$ cat config.mk
export PLATFORM = sky130hd
export DESIGN_NAME = wordframe_uart_tx
export DESIGN_NICKNAME = d
export VERILOG_FILES = /design/src/rtl/wf_tx_pkg.sv /design/src/rtl/wf_bitclk.sv /design/src/rtl/wf_fifo.sv /design/src/rtl/wf_framer.sv /design/src/rtl/wordframe_uart_tx.sv
export SDC_FILE = /design/constraint.sdc
export NUM_CORES = 1
export LEC_CHECK = 0
export BUFFER_PORTS_ARGS = -buffer_cell sky130_fd_sc_hd__buf_4
export CAP_MARGIN = 20
export CORE_MARGIN = 2
export CORE_UTILIZATION = 60
export DETAILED_ROUTE_END_ITERATION = 7
export PLACE_DENSITY = 0.79
export RECOVER_POWER = 100
export SETUP_SLACK_MARGIN = 0.05
export SLEW_MARGIN = 20
export SYNTH_ARGS = -nofsm -noshare
export SYNTH_HDL_FRONTEND = slang
export SYNTH_HIERARCHICAL = 1
export SYNTH_SLANG_ARGS = --single-unit
$ cat constraint.sdc
create_clock -name clk -period 8.8 [get_ports clk]
set_input_delay 0.44 -clock clk [delete_from_list [all_inputs] [get_ports clk]]
set_output_delay 0.44 -clock clk [all_outputs]
set_load 0.1 [all_outputs]
$ cat src/rtl/wf_tx_pkg.sv
package wf_tx_pkg;
  localparam int DATA_W      = 8;
  localparam int WORD_BITS   = DATA_W + 3;   // idle-high, start, data, stop
  localparam int FRAME_TICKS = 13;           // bit periods between frame pulses
  localparam int READY_TICKS = 3;            // ready delay after enable
  localparam int LEAD_TICKS  = READY_TICKS + FRAME_TICKS;

  typedef logic [WORD_BITS-1:0] word_t;
  typedef logic [DATA_W-1:0]    byte_t;

  // Bit 0 high, bit 1 start (low), data LSB first from bit 2, stop bit on top.
  function automatic word_t make_word(input byte_t d);
    return {1'b1, d, 1'b0, 1'b1};
  endfunction
endpackage

$ cat src/rtl/wf_bitclk.sv
module wf_bitclk #(
  parameter int DIV_W = 16
) (
  input  logic             clk,
  input  logic             rst,
  input  logic             en,
  input  logic [DIV_W-1:0] div_val,
  output logic             tick
);
  localparam int CNT_W = DIV_W + 1;

  logic [CNT_W-1:0] cnt;
  logic [CNT_W-1:0] last;

  // 2*(div_val+1)-1 is div_val shifted left with a one appended
  assign last = {div_val, 1'b1};

  always_ff @(posedge clk) begin
    if (rst || !en) begin
      cnt <= '0;
    end else if (cnt == last) begin
      cnt <= '0;
    end else begin
      cnt <= cnt + 1'b1;
    end
  end

  assign tick = en && (cnt == last);
endmodule

$ cat src/rtl/wf_fifo.sv
module wf_fifo #(
  parameter int DATA_W = 8,
  parameter int DEPTH  = 8
) (
  input  logic              clk,
  input  logic              rst,
  input  logic              push,
  input  logic [DATA_W-1:0] wr_data,
  input  logic              pop,
  output logic [DATA_W-1:0] rd_data,
  output logic              full,
  output logic              empty
);
  localparam int AW = (DEPTH > 1) ? $clog2(DEPTH) : 1;
  localparam int CW = $clog2(DEPTH + 1);
  localparam logic [CW-1:0] CNT_MAX = CW'(DEPTH);
  localparam logic [AW-1:0] PTR_MAX = AW'(DEPTH - 1);

  logic [DATA_W-1:0] mem [DEPTH];
  logic [AW-1:0]     wr_ptr, rd_ptr;
  logic [CW-1:0]     count, count_nxt;
  logic              do_push, do_pop;

  assign do_push = push && !full;
  assign do_pop  = pop && !empty;

  always_comb begin
    count_nxt = count;
    if (do_push && !do_pop) count_nxt = count + 1'b1;
    if (do_pop && !do_push) count_nxt = count - 1'b1;
  end

  // storage has no reset so it can map onto RAM
  always_ff @(posedge clk) begin
    if (do_push) mem[wr_ptr] <= wr_data;
  end

  assign rd_data = mem[rd_ptr];

  always_ff @(posedge clk) begin
    if (rst) begin
      wr_ptr <= '0;
      rd_ptr <= '0;
      count  <= '0;
      full   <= 1'b0;
      empty  <= 1'b1;
    end else begin
      if (do_push) wr_ptr <= (wr_ptr == PTR_MAX) ? '0 : wr_ptr + 1'b1;
      if (do_pop)  rd_ptr <= (rd_ptr == PTR_MAX) ? '0 : rd_ptr + 1'b1;
      count <= count_nxt;
      full  <= (count_nxt == CNT_MAX);
      empty <= (count_nxt == '0);
    end
  end
endmodule

$ cat src/rtl/wf_framer.sv
module wf_framer
  import wf_tx_pkg::*;
(
  input  logic  clk,
  input  logic  rst,
  input  logic  en,
  input  logic  tick,
  input  logic  fifo_empty,
  input  byte_t fifo_data,
  output logic  pop,
  output logic  unf_set,
  output logic  txd
);
  localparam int SEQ_W  = $clog2(LEAD_TICKS);
  localparam int LEFT_W = $clog2(WORD_BITS);
  localparam logic [SEQ_W-1:0]  SEQ_LEAD  = SEQ_W'(LEAD_TICKS - 1);
  localparam logic [SEQ_W-1:0]  SEQ_FRAME = SEQ_W'(FRAME_TICKS - 1);
  localparam logic [LEFT_W-1:0] LEFT_INIT = LEFT_W'(WORD_BITS - 1);

  logic [SEQ_W-1:0]     seq;
  logic                 fs;
  logic [WORD_BITS-2:0] sh;
  logic [LEFT_W-1:0]    left;
  word_t                word;

  // countdown to the next frame pulse; first pulse includes the ready delay
  always_ff @(posedge clk) begin
    if (rst || !en) begin
      seq <= SEQ_LEAD;
    end else if (tick) begin
      seq <= (seq == '0) ? SEQ_FRAME : seq - 1'b1;
    end
  end

  assign fs      = tick && (seq == '0);
  assign pop     = fs && !fifo_empty;
  assign unf_set = fs && fifo_empty;
  assign word    = make_word(fifo_data);

  always_ff @(posedge clk) begin
    if (rst || !en) begin
      txd  <= 1'b1;
      sh   <= '1;
      left <= '0;
    end else if (tick) begin
      if (pop) begin
        txd  <= word[0];
        sh   <= word[WORD_BITS-1:1];
        left <= LEFT_INIT;
      end else if (left != '0) begin
        txd  <= sh[0];
        sh   <= {1'b1, sh[WORD_BITS-2:1]};
        left <= left - 1'b1;
      end else begin
        txd <= 1'b1;
      end
    end
  end
endmodule

$ cat src/rtl/wordframe_uart_tx.sv
module wordframe_uart_tx
  import wf_tx_pkg::*;
#(
  parameter int DIV_W      = 16,
  parameter int FIFO_DEPTH = 8
) (
  input  logic             clk,
  input  logic             rst,
  input  logic             en,
  input  logic [DIV_W-1:0] div_val,
  input  logic [7:0]       in_data,
  input  logic             in_valid,
  output logic             in_ready,
  input  logic [1:0]       flag_clr,
  output logic             txd,
  output logic             fifo_full,
  output logic             hold_empty,
  output logic             ovf_flag,
  output logic             unf_flag
);
  logic  tick, pop, unf_set, f_full, f_empty;
  byte_t f_data;

  wf_bitclk #(.DIV_W(DIV_W)) u_clk (
    .clk(clk), .rst(rst), .en(en), .div_val(div_val), .tick(tick)
  );

  wf_fifo #(.DATA_W(DATA_W), .DEPTH(FIFO_DEPTH)) u_fifo (
    .clk(clk), .rst(rst), .push(in_valid), .wr_data(in_data), .pop(pop),
    .rd_data(f_data), .full(f_full), .empty(f_empty)
  );

  wf_framer u_frm (
    .clk(clk), .rst(rst), .en(en), .tick(tick), .fifo_empty(f_empty),
    .fifo_data(f_data), .pop(pop), .unf_set(unf_set), .txd(txd)
  );

  assign fifo_full  = f_full;
  assign hold_empty = f_empty;
  assign in_ready   = !f_full;

  // sticky flags: a set in the same cycle wins over a clear
  always_ff @(posedge clk) begin
    if (rst) begin
      ovf_flag <= 1'b0;
      unf_flag <= 1'b0;
    end else begin
      if (in_valid && f_full)  ovf_flag <= 1'b1;
      else if (flag_clr[1])    ovf_flag <= 1'b0;
      if (unf_set)             unf_flag <= 1'b1;
      else if (flag_clr[0])    unf_flag <= 1'b0;
    end
  end
endmodule

==> out/summary.txt, run 1 <==
RUN STATUS
-------------------------------------------------------------------------------------
Outcome                                                                  complete, but fails checks
Violated checks                                                          capacitance limit, slew limit

TIMING
-------------------------------------------------------------------------------------
Final hold slack                                                             0.184 ns
Count of final hold-check violations                                                0
Final Max Tran Viols                                                               26
# setup viols final                                                                 0
Highest attainable clock frequency                                            209 MHz
Post-route fraction of the period consumed by the critical path                 0.543
Setup repair after global routing missed its margin                             false
Slew at the pin closest to its max-slew limit                                 1.87 ns
Worst slew slack as a fraction of its limit                                    -0.258
Post-layout min period                                                        4.78 ns
Setup TNS                                                                        0 ns
Setup skew after layout                                                    0.00655 ns

POWER AND IR DROP
-------------------------------------------------------------------------------------
Gate power share                                                                0.040
Leak                                                                          2.09 nW
Worst IR drop on VDD                                                         0.187 mV
Net switching share of the total power                                          0.234
Internal power                                                               0.953 mW
Part of the power in the clock network                                          0.487
Register share of total power                                                   0.472
Pwr/cell area                                                             212 nW/um^2
Switching power                                                              0.291 mW
Post-route total power                                                        1.24 mW

SYNTHESIS
-------------------------------------------------------------------------------------
Combinational family with the most area after synthesis                  simple AND/OR/NAND/NOR gates
Fraction of the mapped netlist area in simple logic gates                       0.128
Xor-xnor portion of the synthesized cell area                                  0.0609
Adder-cell area share of the yosys netlist                                     0.0218
Top area cells in the synthesized netlist                                edfxtp_1 (37%), dfxtp_1 (20%), mux4_1 (7.6%)
Number of instances in the synthesized netlist                                    414
Proportion of netlist area held by the largest area contributor                 0.371
Post-synthesis compound-gate area fraction                                     0.0680
Distinct cell type count of the synthesized netlist                                49
Leading register cell type out of synthesis                                  edfxtp_1
Post-synthesis sequential area ratio                                            0.573
Proportion of synthesized area in mux cells                                    0.0999
Synth Cell Area                                                             5170 um^2
Share of flip-flops with an asynchronous set or reset                               0
Number of enable-type register cells in the synthesized netlist                    64
Synth Warn #                                                                        6
Number of nets produced by synthesis                                              453
Number of synthesized register bits                                               116
Average cell area after synthesis                                           12.5 um^2
Leading area contributor after synthesis                                     edfxtp_1

GRT
-------------------------------------------------------------------------------------
GRT Residual Overflow                                                               0
Pin count of the biggest net entering global routing                               24
GRT met1 Usage                                                                  0.275
GRT Overall Usage                                                               0.225
Vias in the first global route                                                   3302
Wire length of the first global-routing pass                                 16400 um
Global-route track usage on met3                                               0.0621
Initial antenna violation count                                                     0
Layer carrying the most global-route usage                                       met2
Met2 routing resource usage after global routing                                0.380

FLOORPLAN
-------------------------------------------------------------------------------------
Die boundary height                                                           96.9 um
Area enclosed by the die boundary                                           9380 um^2
Width of the die                                                              96.9 um
Site row count                                                                     33
Effective utilization at floorplan                                              0.623
Placeable Area                                                              8300 um^2
Number of ports placed on the die boundary                                         36

DRT
-------------------------------------------------------------------------------------
1st-pass router iterations                                                          5
Via density per instance                                                         5.75
Number of DRC violations after detailed routing                                     0
WL per Instance                                                               17.1 um
Number of nets still failing antenna checks after routing                           0
Vias post-DR                                                                     3283
Count of routing violations after the opening detailed-route iteration            164
Total detailed-routing wirelength                                             9760 um

CLOCK TREE
-------------------------------------------------------------------------------------
Post-CTS setup-driven buffer insertion count                                        0
Clock buffer depth                                                                  2
Clock Latency Late Sink                                                       0.51 ns
Clock transition at path regs                                                 0.06 ns
CTS-repair resized insts                                                            0
CTS tree                                                                          yes
Clk sink count                                                                    116
H-tree level count                                                                  4
Hold-fix buffers at CTS                                                             0
Number of buffers added by the clock tree synthesis step                           17
Clock root buffer master                                                     clkbuf_8

CELLS AND AREA
-------------------------------------------------------------------------------------
Fraction of layout instances using a drive strength above 1                     0.148
Most common cell after layout, fill and taps aside                           edfxtp_1
Utilization after layout                                                        0.707
Layout Area Growth over Synthesis                                               13.4%
Ant diodes                                                                          0
Design area                                                                 5870 um^2
Number of nets in the layout                                                      492
Leading cell types in the layout, fill and taps excluded                 edfxtp_1 (64), dfxtp_1 (52), nor2_1 (35)

PLACE
-------------------------------------------------------------------------------------
Post-Place Cell Area                                                        5450 um^2
Count of input and output buffers                                                  35
Post-DP HPWL                                                                  6270 um
Global placement routability congestion                                         0.897

MIN PATH
-------------------------------------------------------------------------------------
Kind of path behind the tightest hold check                              primary input to register

RUN
-------------------------------------------------------------------------------------
Max-capacitance violation count                                                     2

SETUP PATH
-------------------------------------------------------------------------------------
CP Capture Type                                                              register
Worst endpoint data arrival time                                              5.17 ns
Required arrival time at the worst endpoint                                   9.20 ns
Category of the worst setup path launch point                                register
Maximum fanout count along the critical path                                       23
Type of the setup path with the least slack                              register to register

-- metal layers --
layer / part of all wire / vias to the layer above / wire length, um
li1: - / 1596 / -
met1: 0.43 / 1570 / 4160
met2: 0.51 / 102 / 4940
met3: 0.051 / 15 / 500
met4: 0.016 / 0 / 157
met5: 0 / - / 0
-- area by class of cell --
cell class,count,area [um^2]
multi-input combinational,259,1930
timing repair buffer,40,229
clock buffer,17,414
inverter,19,72.6
sequential,116,2960
fill,569,2430
tap,105,131
clock inverter,15,123
-- state kept, by name, summed over array words and instances (netlist names), named ones only --
signal / flops
ovf_flag: 1
u_clk/cnt: 17
u_fifo/count: 4
u_fifo/empty: 1
u_fifo/full: 1
u_fifo/mem: 64
u_fifo/rd_ptr: 3
u_fifo/wr_ptr: 3
u_frm/left: 4
u_frm/seq: 4
u_frm/sh: 9
u_frm/txd: 1
unf_flag: 1
-- stage by stage --
stage	std cells	setup WS, ns
final	571	4.02
after global routing	571	3.57
after CTS	571	4.78
after detailed placement	539	4.74
after global placement	539	4.83
after floorplan	414	5.20
-- cell families (layout without fill, tap and decap cells) --
group           Yosys count  after routing
xor+xnor                 36             36
simple gates            134            134
flops                   116            116
compound gates           55             55
mux                      25             25
buf+inv                  39             91
fa+ha+maj                 9              9
-- critical path, cell delays in order, from the launching register on --
cell and delay, ns:
dfxtp_1 0.36, xor2_1 0.18, nor4_1 0.37, nand4_1 0.19
nor4_1 0.28, clkbuf_1 0.64, or4b_1 0.58, or3_1 0.46
clkinvlp_2 0.46, nand2b_1 0.24, nand2_1 0.22, a2bb2oi_1 0.33
xor2_1 0.26, nor4_1 0.07
-- final timing paths --
kind / startpoint / endpoint / slack [ns] / cells past startpoint
setup reg to reg: u_clk/cnt[11] / u_fifo/full / 4.02 / 13
hold reg to reg: ovf_flag / ovf_flag / 0.47 / 2
hold / removal: flag_clr[1] / ovf_flag / 0.18 / 3
setup / recovery: u_clk/cnt[11] / u_fifo/full / 4.02 / 13
-- power by group through the flow --
stage                     sequential [mW]  clock (mW)  combinational (mW)
after floorplan                     0.600           0              0.0260
after global placement              0.598           0              0.0511
after detailed placement            0.598           0              0.0530
after CTS                           0.587       0.617              0.0537
after global routing                0.588       0.642              0.0554
final                               0.587       0.606              0.0503
-- cells in the mapped netlist, drive strengths merged, types with 2 or more instances --
master / count
mux4: 16
edfxtp: 64
o31ai: 3
nand4: 5
nor3b: 2
xor2: 22
mux2: 8
and2b: 3
nor4: 9
a21oi: 24
nand3: 17
nor2: 35
buf: 13
inv: 18
nand2: 32
a31oi: 2
nand2b: 8
or4b: 2
clkbuf: 7
a211o: 7
ha: 9
o21ai: 14
nor3: 14
and2: 2
xnor2: 14
dfxtp: 52
No activity file was read; power rests on OpenSTA's default activity.
==> inputs of run 2 (changes only) <==
--- a/config.mk
+++ b/config.mk
@@ -8,9 +8,9 @@
 export BUFFER_PORTS_ARGS = -buffer_cell sky130_fd_sc_hd__buf_4
 export CAP_MARGIN = 20
 export CORE_MARGIN = 2
-export CORE_UTILIZATION = 60
+export CORE_UTILIZATION = 54
 export DETAILED_ROUTE_END_ITERATION = 7
-export PLACE_DENSITY = 0.79
+export PLACE_DENSITY = 0.75
 export RECOVER_POWER = 100
 export SETUP_SLACK_MARGIN = 0.05
 export SLEW_MARGIN = 20
==> constraint.sdc (replaced) <==
create_clock -name clk -period 4.1 [get_ports clk]
set_input_delay 0.205 -clock clk [delete_from_list [all_inputs] [get_ports clk]]
set_output_delay 0.205 -clock clk [all_outputs]
set_load 0.1 [all_outputs]
==> out/summary.txt, run 2 (synthesized netlist as in run 1, its figures left out) <==
CELLS AND AREA
-------------------------------------------------------------------------------------
Fraction of layout instances using a drive strength above 1                     0.143   -0.00551
Most common cell after layout, fill and taps aside                           edfxtp_1
Layout Area Growth over Synthesis                                               17.1%
Leading cell types in the layout, fill and taps excluded                 edfxtp_1 (64), dfxtp_1 (52), nor2_1 (35)
Register with the most flip-flops                                          u_fifo/mem
Largest registers in the final layout                                    u_fifo/mem (64), u_clk/cnt (17), u_frm/sh (9)
Ant diodes                                                                          0   unchanged
Number of nets in the layout                                                      504   +2.4%
Flip-flop count of the largest register after layout                               64   unchanged

MIN PATH
-------------------------------------------------------------------------------------
Hold Path Cell Cnt                                                                  2   -1
Kind of path behind the tightest hold check                              primary input to register

POWER AND IR DROP
-------------------------------------------------------------------------------------
Internal power                                                                2.17 mW   +130%
Net switching share of the total power                                          0.220   -0.0137
Post-route total power                                                        2.78 mW   +120%
Part of the power in the clock network                                          0.505   +0.018
Pwr/cell area                                                             458 nW/um^2   +120%
Switching power                                                              0.611 mW   +110%
Register share of total power                                                   0.454   -0.018
Worst IR drop on VDD                                                         0.349 mV   +87%
Gate power share                                                                0.041   about the same
Leak                                                                          2.16 nW   +3.3%

SETUP PATH
-------------------------------------------------------------------------------------
CP Capture Type                                                              register
Largest incremental delay on the critical path                                0.55 ns   -0.09 ns
Type of the setup path with the least slack                              register to register
CP dominant cell by count                                                      nor4_1
Maximum fanout count along the critical path                                       20   -13%
Kind of cell with the highest combined delay on the critical path        simple AND/OR/NAND/NOR gates
Category of the worst setup path launch point                                register
Required arrival time at the worst endpoint                                   4.52 ns   -4.68 ns
Slowest-stage cell, CP                                                         or4b_1
Count of cells along the worst register-to-register path                           12   -1
Critical Path, Cell by Cell                                              xor2_1 -> nor4_1 -> nand4_1 -> nor4_1 -> or4b_1 -> or3_1 -> clkinv_8 -> nand2b_1 -> nor2_1 -> a22oi_1 -> xnor2_1 -> nor4_1
Worst endpoint data arrival time                                              4.13 ns   -1.04 ns
Cell depth of the worst setup path                                                 12   -1
Combined buffer and inverter count along the critical path                          1   -1

PLACE
-------------------------------------------------------------------------------------
Post-DP HPWL                                                                  6180 um   -1.6%
Global placement routability congestion                                         0.850   -5.2%
Count of input and output buffers                                                  35   unchanged

TIMING
-------------------------------------------------------------------------------------
Slew at the pin closest to its max-slew limit                                 1.78 ns   -0.0917 ns
Setup TNS                                                                        0 ns   unchanged
Post-route fraction of the period consumed by the critical path                 0.904   +0.361
Worst slew slack as a fraction of its limit                                    -0.196   +0.0616
Setup repair after global routing missed its margin                             false
Post-layout min period                                                        3.71 ns   -1.07 ns
Highest attainable clock frequency                                            270 MHz   +29%
Setup skew after layout                                                     0.0126 ns   +0.00605 ns
Final Max Tran Viols                                                               23   -12%
Count of final hold-check violations                                                0   unchanged
# setup viols final                                                                 0   unchanged

DRT
-------------------------------------------------------------------------------------
Count of routing violations after the opening detailed-route iteration            242   +48%
1st-pass router iterations                                                          5   unchanged
Number of nets still failing antenna checks after routing                           0   unchanged
WL per Instance                                                               16.1 um   -5.6%
Vias post-DR                                                                     3320   +1.1%
Total detailed-routing wirelength                                             9780 um   +0.17%
Number of DRC violations after detailed routing                                     0   unchanged
Via density per instance                                                         5.48   -4.7%

CLOCK TREE
-------------------------------------------------------------------------------------
Clk sink count                                                                    116   unchanged
H-tree level count                                                                  4   unchanged
CTS tree                                                                          yes
Clock Latency Late Sink                                                       0.51 ns   about the same
Clock buffer depth                                                                  2   unchanged
Clock root buffer master                                                     clkbuf_8
Number of buffers added by the clock tree synthesis step                           17   unchanged
Clock transition at path regs                                                 0.06 ns   about the same

GRT
-------------------------------------------------------------------------------------
Vias in the first global route                                                   3203   -3.0%
Pin count of the biggest net entering global routing                               23   -4.2%
Wire length of the first global-routing pass                                 15600 um   -5.2%
GRT Overall Usage                                                               0.202   -0.0229
Initial antenna violation count                                                     0   unchanged
GRT Residual Overflow                                                               0   unchanged

FLOORPLAN
-------------------------------------------------------------------------------------
Effective utilization at floorplan                                              0.557   -0.0661
Width of the die                                                               102 um   +5.2%
Die boundary height                                                            102 um   +5.2%
Placeable Area                                                              9280 um^2   +12%
Number of ports placed on the die boundary                                         36   unchanged
Site row count                                                                     35   +6.1%
Area enclosed by the die boundary                                          10400 um^2   +11%

RUN STATUS
-------------------------------------------------------------------------------------
Outcome                                                                  complete, but fails checks
Violated checks                                                          capacitance limit, slew limit

RUN
-------------------------------------------------------------------------------------
Max-capacitance violation count                                                     2   unchanged

[run 2: cell types whose count changed in the layout (fill, tap and decap cells not counted), moves of 2 or more]
cell	previous run	this run
inv_6	6	4
dlygate4sd3_1	0	12
bufinv_16	0	2
clkinvlp_4	2	4
[run 2: final cells by class]
type                            count  area [um^2]
Clock buffer                       18          418
Clock inverter                     13          151
Fill cell                         707         3220
Inverter                           19         83.8
Multi-Input combinational cell    259         1930
Sequential cell                   116         2960
Tap cell                          129          161
Timing Repair Buffer               52          349
[run 2: worst register-to-register path, stage by stage, from the launching register on]
cell	delay, ns
dfxtp_1	0.47
xor2_1	0.11
nor4_1	0.27
nand4_1	0.18
nor4_1	0.38
or4b_1	0.55
or3_1	0.51
clkinv_8	0.16
nand2b_1	0.16
nor2_1	0.27
a22oi_1	0.14
xnor2_1	0.17
nor4_1	0.25
[run 2: through the flow]
step / cell area, um^2 / utilization / hold slack, ns / worst slack [ns] / instances
4_1_cts: 6170 / 0.665 / 0.00851 / 0.401 / 606
6_report: 6060 / 0.653 / 0.0358 / 0.393 / 606
2_1_floorplan: 5170 / - / 0.267 / 0.564 / 414
3_5_place_dp: 5480 / 0.591 / 0.439 / 0.473 / 563
5_1_grt: 6060 / 0.653 / 0.0253 / 0.111 / 606
3_3_place_gp: 5480 / 0.590 / 0.435 / 0.576 / 563
[run 2: timing repair]
action	CTS	global route
endpoints found under the hold margin	66	0
buffers inserted	0	0
hold buffers	12	0
gates resized for setup	0	0
[run 2: worst paths after layout]
path         slack, ns               end        startpoint
max               0.39       u_fifo/full      u_clk/cnt[9]
min               0.04   u_fifo/count[3]               rst
max reg2reg       0.39       u_fifo/full      u_clk/cnt[9]
min reg2reg       0.49  u_fifo/rd_ptr[1]  u_fifo/rd_ptr[1]
[run 2: metal layers]
layer / share of wire / GRT usage / up-vias
met5: 0 / 0 / -
met4: 0.021 / 0.0944 / 0
met3: 0.040 / 0.0561 / 15
met2: 0.50 / 0.330 / 92
met1: 0.44 / 0.251 / 1592
li1: - / - / 1621
[run 2: power groups by stage]
stage                     Sequential [mW]  Clock, mW  Combinational [mW]
after floorplan                      1.29          0              0.0557
after global placement               1.28          0               0.111
after detailed placement             1.28          0               0.114
after CTS                            1.26       1.42               0.123
after global routing                 1.26       1.47               0.125
final                                1.26       1.40               0.115
